==> src/rtl/tdisc_pkg.sv <==
package tdisc_pkg;

    // One classified zero crossing
    typedef struct packed {
        logic fire;   // a crossing closed a measurable interval
        logic high;   // interval at or below the threshold
        logic valid;  // interval inside one of the tone windows
    } xing_evt_t;

    localparam int LAMP_GREEN = 0;
    localparam int LAMP_RED   = 1;
    localparam int LAMP_COUNT = 2;

    function automatic logic in_window(input int iv, input int center, input int tol);
        return (iv >= center - tol) && (iv <= center + tol);
    endfunction

endpackage

==> src/rtl/tdisc_timebase.sv <==
module tdisc_timebase #(
    parameter int DIV = 50
) (
    input  logic clk,
    input  logic rst,
    output logic tick
);
    generate
        if (DIV <= 1) begin : g_direct
            assign tick = 1'b1;
        end else begin : g_div
            localparam int PW = $clog2(DIV);
            logic [PW-1:0] pre_q;
            always_ff @(posedge clk) begin
                if (rst || pre_q == PW'(DIV - 1)) pre_q <= '0;
                else                              pre_q <= pre_q + 1'b1;
            end
            assign tick = (pre_q == PW'(DIV - 1));
        end
    endgenerate
endmodule

==> src/rtl/tdisc_edge.sv <==
module tdisc_edge #(
    parameter int DG_LEN = 4
) (
    input  logic clk,
    input  logic rst,
    input  logic zc_in,
    output logic xing
);
    localparam int DGW = $clog2(DG_LEN + 1);

    logic            meta_q, sync_q, filt_q;
    logic [DGW-1:0]  run_q;

    always_ff @(posedge clk) begin
        if (rst) begin
            meta_q <= 1'b0;
            sync_q <= 1'b0;
            filt_q <= 1'b0;
            run_q  <= '0;
            xing   <= 1'b0;
        end else begin
            meta_q <= zc_in;
            sync_q <= meta_q;
            xing   <= 1'b0;
            if (sync_q == filt_q) begin
                run_q <= '0;
            end else if (run_q == DGW'(DG_LEN - 1)) begin
                filt_q <= sync_q;
                run_q  <= '0;
                xing   <= 1'b1;
            end else begin
                run_q <= run_q + 1'b1;
            end
        end
    end


    edge_gap_chk: assert property (@(posedge clk) disable iff (rst)
        xing |=> !xing);
endmodule

==> src/rtl/tdisc_interval.sv <==
module tdisc_interval
    import tdisc_pkg::*;
#(
    parameter int TIMEOUT_US = 1000,
    parameter int THRESH_US  = 172,
    parameter int HI_US      = 138,
    parameter int LO_US      = 207,
    parameter int TOL_US     = 25
) (
    input  logic      clk,
    input  logic      rst,
    input  logic      tick,
    input  logic      xing,
    output xing_evt_t evt,
    output logic      absent
);
    localparam int SAT = TIMEOUT_US + 1;
    localparam int CW  = $clog2(SAT + 1);

    logic [CW-1:0] span_q;

    always_ff @(posedge clk) begin
        if (rst)                           span_q <= CW'(SAT);
        else if (xing)                     span_q <= tick ? CW'(1) : '0;
        else if (tick && !absent)          span_q <= span_q + 1'b1;
    end

    assign absent    = (span_q == CW'(SAT));
    assign evt.fire  = xing && !absent;
    assign evt.high  = int'(span_q) <= THRESH_US;
    assign evt.valid = in_window(int'(span_q), HI_US, TOL_US) ||
                       in_window(int'(span_q), LO_US, TOL_US);


    sat_bound_chk: assert property (@(posedge clk) disable iff (rst)
        int'(span_q) <= SAT);
endmodule

==> src/rtl/tdisc_lamp.sv <==
module tdisc_lamp #(
    parameter int HOLD_US = 100000
) (
    input  logic clk,
    input  logic rst,
    input  logic tick,
    input  logic absent,
    input  logic load,
    input  logic clear,
    output logic on
);
    localparam int HW = $clog2(HOLD_US + 1);

    logic [HW-1:0] left_q;

    always_ff @(posedge clk) begin
        if (rst || absent)            left_q <= '0;
        else if (load)                left_q <= HW'(HOLD_US);
        else if (clear)               left_q <= '0;
        else if (tick && left_q != 0) left_q <= left_q - 1'b1;
    end

    assign on = (left_q != '0);
endmodule

==> src/rtl/tone_disc.sv <==
module tone_disc
    import tdisc_pkg::*;
#(
    parameter int CLK_PER_US = 50,
    parameter int DG_LEN     = 4,
    parameter int THRESH_US  = 172,
    parameter int HI_US      = 138,
    parameter int LO_US      = 207,
    parameter int TOL_US     = 25,
    parameter int TIMEOUT_US = 1000,
    parameter int HOLD_US    = 100000
) (
    input  logic clk,
    input  logic rst,
    input  logic zc_in,
    output logic tone_o,
    output logic red_o,
    output logic green_o
);
    logic      tick, xing, absent;
    xing_evt_t evt;
    logic [LAMP_COUNT-1:0] ld, lit;

    tdisc_timebase #(.DIV(CLK_PER_US)) u_tb (
        .clk(clk), .rst(rst), .tick(tick));

    tdisc_edge #(.DG_LEN(DG_LEN)) u_edge (
        .clk(clk), .rst(rst), .zc_in(zc_in), .xing(xing));

    tdisc_interval #(
        .TIMEOUT_US(TIMEOUT_US), .THRESH_US(THRESH_US),
        .HI_US(HI_US), .LO_US(LO_US), .TOL_US(TOL_US)
    ) u_iv (
        .clk(clk), .rst(rst), .tick(tick), .xing(xing),
        .evt(evt), .absent(absent));

    always_ff @(posedge clk) begin
        if (rst)           tone_o <= 1'b0;
        else if (evt.fire) tone_o <= evt.high;
    end

    assign ld[LAMP_GREEN] = evt.fire &&  evt.valid;
    assign ld[LAMP_RED]   = evt.fire && !evt.valid;

    generate
        for (genvar i = 0; i < LAMP_COUNT; i++) begin : g_lamp
            tdisc_lamp #(.HOLD_US(HOLD_US)) u_lamp (
                .clk(clk), .rst(rst), .tick(tick), .absent(absent),
                .load(ld[i]), .clear(ld[LAMP_COUNT-1-i]), .on(lit[i]));
        end
    endgenerate

    assign green_o = lit[LAMP_GREEN];
    assign red_o   = lit[LAMP_RED];


    lamp_excl_chk: assert property (@(posedge clk) disable iff (rst)
        $onehot0({red_o, green_o}));


    green_cause_chk: assert property (@(posedge clk) disable iff (rst)
        $rose(green_o) |-> $past(ld[LAMP_GREEN]));


    dark_on_absent_chk: assert property (@(posedge clk) disable iff (rst)
        absent |=> (!green_o && !red_o));


    level_hold_chk: assert property (@(posedge clk) disable iff (rst)
        absent |=> $stable(tone_o));
endmodule

==> config.mk <==
export PLATFORM = sky130hd
export DESIGN_NAME = tone_disc
export DESIGN_NICKNAME = d
export VERILOG_FILES = /design/src/rtl/tdisc_pkg.sv /design/src/rtl/tdisc_timebase.sv /design/src/rtl/tdisc_edge.sv /design/src/rtl/tdisc_interval.sv /design/src/rtl/tdisc_lamp.sv /design/src/rtl/tone_disc.sv
export SDC_FILE = /design/constraint.sdc
export NUM_CORES = 1
export LEC_CHECK = 0
export CAP_MARGIN = 15
export CORE_AREA = 3 3 98 100
export DETAILED_ROUTE_END_ITERATION = 12
export DIE_AREA = 0 0 101 103
export DONT_BUFFER_PORTS = 1
export MAX_ROUTING_LAYER = met4
export PLACE_DENSITY = 0.54
export SLEW_MARGIN = 20
export SYNTH_ARGS = -nofsm -noshare
export SYNTH_HDL_FRONTEND = slang
export SYNTH_SLANG_ARGS = --single-unit
==> constraint.sdc <==
create_clock -name clk -period 2.1 [get_ports clk]
set_input_delay 0.21 -clock clk [delete_from_list [all_inputs] [get_ports clk]]
set_output_delay 0.21 -clock clk [all_outputs]
set_load 0.01 [all_outputs]
* Word-level counts from Yosys, hierarchy flattened
Cells that the tools add are included.
** Storage, ports and cells
- Register bits after elaboration :: 58
- Input bits :: 3
- Output and inout bits :: 3
** Cells by class
- $add $sub $neg :: 5
- $lt $le $gt $ge :: 5
- Equality and inequality tests :: 4
- Mux-type cells :: 10
- Bitwise operators :: 1
- Reduce and logical (&&, ||, !) cells :: 22
** Operators by type and width (count)
- 17-bit two-way mux :: 6
- 17-bit nonzero test :: 2
- 17-bit by 1-bit subtractor with 17-bit output, second input constant :: 2
- 10-bit by 8-bit <= comparator with 1-bit output, second input constant :: 3
- 10-bit two-way mux :: 2
- 10-bit by 1-bit adder with 10-bit output, second input constant :: 1
- 10-bit == test, second input constant :: 1
- 10-bit by 7-bit greater-or-equal comparator with 1-bit output, second input constant :: 1
- 10-bit by 8-bit greater-or-equal comparator with 1-bit output, second input constant :: 1
- 1-bit logical AND :: 8
- 6-bit by 1-bit adder with 6-bit output, second input constant :: 1
- 6-bit == test, second input constant :: 1
- 3-bit nonzero test :: 2
- 3-bit OR reduction :: 2
- 3-bit by 1-bit adder with 3-bit output, second input constant :: 1
- 3-bit by 2-bit == test with 1-bit output, second input constant :: 1
- 1-bit logical OR :: 3
- 1-bit logical NOT :: 2
- 1-bit two-way mux :: 2
- 2-bit AND reduction :: 1
- 2-bit nonzero test :: 1
- 2-bit OR reduction :: 1
- 1-bit == test :: 1
- 1-bit inverter :: 1

* Depth between registers and ports, before layout
- Depth in word-level cells :: 7
- Mapped depth :: 9

* Cells and area by module
From an unflattened synthesis, not the netlist that was laid out.
** Unflattened totals
- Cell total of the unflattened synthesis :: 359
- Area total of the unflattened synthesis :: 3170.5 sq um
** Modules (own cells, without submodules)
- tdisc_lamp :: times used 2, cells an instance 116, area an instance 987.2 sq um, sequential area each 340.3 sq um
- tdisc_interval :: times used 1, cells an instance 76, area an instance 655.6 sq um, sequential area each 200.2 sq um
- tdisc_timebase :: times used 1, cells an instance 27, area an instance 255.2 sq um, sequential area each 120.1 sq um
- tdisc_edge :: times used 1, cells an instance 19, area an instance 239.0 sq um, sequential area each 140.1 sq um
- tone_disc :: times used 1, cells an instance 5, area an instance 46.3 sq um, sequential area each 20.0 sq um

* Worst setup path before layout
Ideal clock, no wire load.
- Path type :: register to register
- Start point :: register u_tb.g_div.pre_q[3]
- End point :: register u_iv.span_q[8]
- Setup time :: 0.114 ns
- Arrival :: 1.710 ns
- Data required time :: 1.986 ns
- Path slack :: 0.276 ns
- Stages on the path, launching flop included :: 7
- Buffers on the path :: 1
- Period minus slack after synthesis :: 1.824 ns
- Path through :: dfxtp_1 -> or3b_1 -> buf_2 -> or4_4 -> nor2_1 -> xor2_1 -> a21o_1
** On the way
- Word-level cells in the longest chain between the ends :: 3
** Ends and longest elaborated chain
- start: declaration :: line tdisc_timebase.sv:13 : logic [PW-1:0] pre_q;
- start signal: assignment :: line tdisc_timebase.sv:16 : else pre_q <= pre_q + 1'b1;
- 6-bit == test :: line tdisc_timebase.sv:18 : assign tick = (pre_q == PW'(DIV - 1));
- 1-bit logical AND :: line tdisc_interval.sv:25 : else if (tick && !absent) span_q <= span_q + 1'b1;
- 2-bit nonzero test (no line)
- end signal: assignment :: line tdisc_interval.sv:23 : if (rst) span_q <= CW'(SAT);
- end signal: assignment :: line tdisc_interval.sv:24 : else if (xing) span_q <= tick ? CW'(1) : '0;
- end signal: assignment :: line tdisc_interval.sv:25
- end: declaration :: line tdisc_interval.sv:20 : logic [CW-1:0] span_q;
No other way between the ends.
A chain may end at the register's enable or synchronous reset.

* Worst setup path in the final report
- Start point :: register g_lamp[1].u_lamp.left_q[0]
- End point :: output port red_o
** On the way
- Word-level cells in the longest chain between the ends :: 1
** Ends and longest elaborated chain
- start: declaration :: line tdisc_lamp.sv:14 : logic [HW-1:0] left_q;
- start signal: assignment :: line tdisc_lamp.sv:18 : else if (load) left_q <= HW'(HOLD_US);
- start signal: assignment :: line tdisc_lamp.sv:20 : else if (tick && left_q != 0) left_q <= left_q - 1'b1;
- 17-bit nonzero test :: line tdisc_lamp.sv:23 : assign on = (left_q != '0);
- end: declaration :: line tone_disc.sv:17 : output logic red_o,
No other way between the ends.

==> impl_metrics.py <==
metrics = {
    "floorplan": {
        "die_area_um2": 10400,
        "core_um2": 8760,
        "initial_core_util_pct": 34.9,
        "ios": 6,
        "die_y_um": 103,
        "die_w_um": 101,
        "row_count": 34,
    },
    "outcome": {
        "status": "finished, final reports clean",
    },
    "synthesis": {
        "synth_cells": 349,
        "ys_seq_area_share_pct": 38.0,
        "syn-num-nets": 364,
        "async_flop_share_pct": 0,
        "synth_seq_cells": 58,
        "avgSynthCellArea_um2": 8.75,
        "synth-edff-count": 0,
        "post_synth_instance_area_um2": 3060,
        "ys_types": 49,
        "yosys_warnings": 0,
        "synthFlopType": "dfxtp_1",
    },
    "finish": {
        "final_common_cell": "dfxtp_1",
        "antenna_cells": 0,
        "area_growth_pct": 15.6,
        "drive_above_1_share_pct": 16.3,
        "utilization_pct": 40.3,
        "fin_nets": 386,
        "final_cell_mix": "58 x dfxtp_1, 43 x nor2_1, 24 x buf_4, 23 x xor2_1",
    },
    "sta": {
        "slew_headroom_pct": 46.4,
        "skew_ns": 0.00662,
        "layout_min_cycle_time_ns": 1.96,
        "fmax_mhz": 510,
        "tns_ns": 0,
        "tightest_slew_ns": 0.801,
        "setup_viol": 0,
        "setup_ws_ns": 0.140,
        "report.final.slew_viol_count": 0,
        "fin_crit_sh_pct": 93.3,
        "finalHoldViolCount": 0,
        "rsz0062_at_grt": "no",
    },
    "cts": {
        "cts.clk_slew.worst_paths_ns": 0.07,
        "cts_tree": "done",
        "cts-root-buf": "clkbuf_8",
        "cts_buffers": 9,
        "clock_path_buffers": 2,
        "clkLatencyLatePin_ns": 0.34,
        "cts_max_level": 3,
        "clock-sinks": 58,
    },
    "critical_path": {
        "timing.rr.end": "g_lamp[0].u_lamp.left_q[16]$_SDFFE_PP0P_",
        "arrival_ns": 1.75,
        "critical_path_class": "reg2out",
        "start_kind": "flop",
        "cp_max_fo": 7,
        "rr_startpoint": "u_tb.g_div.pre_q[3]$_SDFF_PP0_",
        "reg2reg_depth": 6,
        "worstPathRequired_ns": 1.89,
        "worst_setup_path_end_kind": "primary output",
        "rrSetupSlack_ns": 0.17,
    },
    "pwr": {
        "p_sw_share_pct": 21.8,
        "p_per_area_nw_per_um2": 579,
        "cell_internal_pwr_uw": 1600,
        "power_switching_uw": 446,
        "seqPwrFrac_pct": 54.4,
        "p_leak_uw": 0.00121,
        "ir_drop_uv": 199,
        "pwr-share-comb_pct": 1.4,
        "power.share.clock_pct": 44.3,
    },
    "placed_design": {
        "gp_congestion": 0.881,
        "port_buffers": 0,
        "hpwl_um": 4540,
        "dpl_worst_slack_ns": 0.129,
    },
    "routing": {
        "vias": 2530,
        "finalWirelength_um": 6440,
        "drc": 0,
        "drtIter0Drc": 56,
        "drt-pass1-iter-count": 4,
        "via_per_inst": 5.24,
        "avgRoutedWirePerCell_um": 13.3,
        "ant_nets": 0,
    },
    "grt": {
        "grt_overflow": 0,
        "grt.total_usage_pct": 14.2,
        "grt_first_pass_wirelength_um": 11300,
        "grt_max_degree": 35,
        "grt_antenna_before_repair": 0,
        "grt_pass1_vias": 2404,
    },
    "hold_path": {
        "whs_path_depth": 2,
        "holdCritPathClass": "in2reg",
        "min_from": "rst",
        "holdPathEnd": "u_edge.run_q[1]$_SDFF_PP0_",
    },
    "job": {
        "maxCapViolations": 0,
    },
}
## cell families after synthesis
kind of cell,synth area share (%)
mux,0.655
flops,38.0
compound gates,10.4
simple gates,30.1
xor+xnor,12.0
fa+ha+maj,4.91
buf+inv,3.93
## cells in the mapped netlist (3+ instances only)
master    instances  area, µm²
nor4_4            3       63.8
or4_4             3       33.8
xnor2_1          19        166
inv_1            12       45.0
dfxtp_1          58       1160
nor3b_1           3       22.5
o21ai_1           9       45.0
nor2_1           44        165
nand2_1          14       52.6
nand4_1          12       75.1
nor4_2            3       37.5
a211oi_1          3       22.5
a21o_1            5       37.5
nor3_1           19       95.1
clkbuf_1          6       22.5
xor2_1           23        201
nand3_1          18       90.1
buf_2             9       45.0
or4_1             4       30.0
nor4_1            9       56.3
o21ai_0           5       25.0
or3_1             5       31.3
ha_1             12        150
nor2b_1           4       25.0
and3_1            4       25.0
a21oi_1          14       70.1
## final cells by class
class | count | area, µm²
clock buffer | 12 | 155
clock inverter | 3 | 15.0
inverter | 12 | 45.0
timing repair buffer | 27 | 220
tap | 108 | 135
sequential | 58 | 1160
multi-input combinational | 263 | 1800
fill | 904 | 5230
## sequential cells by signal (all words and copies together) (netlist names)
| signal | cells |
|---|---|
| g_lamp.u_lamp.left_q | 34 |
| u_iv.span_q | 10 |
| u_tb.g_div.pre_q | 6 |
| u_edge.run_q | 3 |
| tone_o | 1 |
| u_edge.filt_q | 1 |
| u_edge.meta_q | 1 |
| u_edge.sync_q | 1 |
| u_edge.xing | 1 |
## worst max-delay path by stage
stage	from	endpoint	slack, ns	cells after the start
after CTS	g_lamp[1].u_lamp.left_q[2]$_SDFFE_PP0P_	red_o	0.03	3
after floorplan	u_tb.g_div.pre_q[3]$_SDFF_PP0_	u_iv.span_q[8]$_SDFFE_PP1P_	0.28	6
after detailed placement	u_iv.span_q[1]$_SDFFE_PP0P_	g_lamp[1].u_lamp.left_q[7]$_SDFFE_PP0P_	0.13	7
after global placement	u_iv.span_q[0]$_SDFFE_PP1P_	u_iv.span_q[0]$_SDFFE_PP1P_	0.14	8
after global routing	u_tb.g_div.pre_q[4]$_SDFF_PP0_	g_lamp[0].u_lamp.left_q[15]$_SDFFE_PP0P_	0.02	6
final	g_lamp[1].u_lamp.left_q[0]$_SDFFE_PP0P_	red_o	0.14	6
## routing by layer
| layer | share of wire [%] | GRT usage (%) | up-vias |
|---|---|---|---|
| li1 | - | - | 1284 |
| met2 | 46 | 21.5 | 22 |
| met3 | 2.5 | 3.65 | 15 |
| met1 | 49 | 17.8 | 1209 |
| met4 | 2.0 | 6.24 | 0 |
| met5 | 0 | - | - |
## what timing repair did
action	CTS	global route
endpoints found under the hold margin	21	0
pin swaps	0	0
resized for setup	1	5
hold buffers	2	0
setup buffers	0	0
endpoints found under the setup margin	1	8
## power by group through the flow
stage | combinational, µW | clock (µW) | sequential [µW]
2_1_floorplan | 18.2 | 0 | 1140
3_3_place_gp | 19.1 | 0 | 1140
3_5_place_dp | 19.1 | 0 | 1140
4_1_cts | 28.5 | 942 | 1110
5_1_grt | 32.2 | 1000 | 1110
6_report | 27.7 | 906 | 1110
## worst max-delay path, cell delays in order (launching register included)
cell	delay [ns]
dfxtp_1	0.43
inv_1	0.09
ha_1	0.21
nor2b_1	0.14
and3_2	0.26
buf_4	0.16
nand2_1	0.11
## stage by stage
step                      instance area (µm²)  hold slack [ns]  instances  power (µW)
final                                    3530           0.0878        483        2050
after global routing                     3530           0.0802        483        2140
after floorplan                          3060            0.282        349        1150
after global placement                   3320            0.283        466        1160
after CTS                                3510           0.0684        483        2080
after detailed placement                 3320            0.286        466        1160
Power figures use the tool's default switching activity.
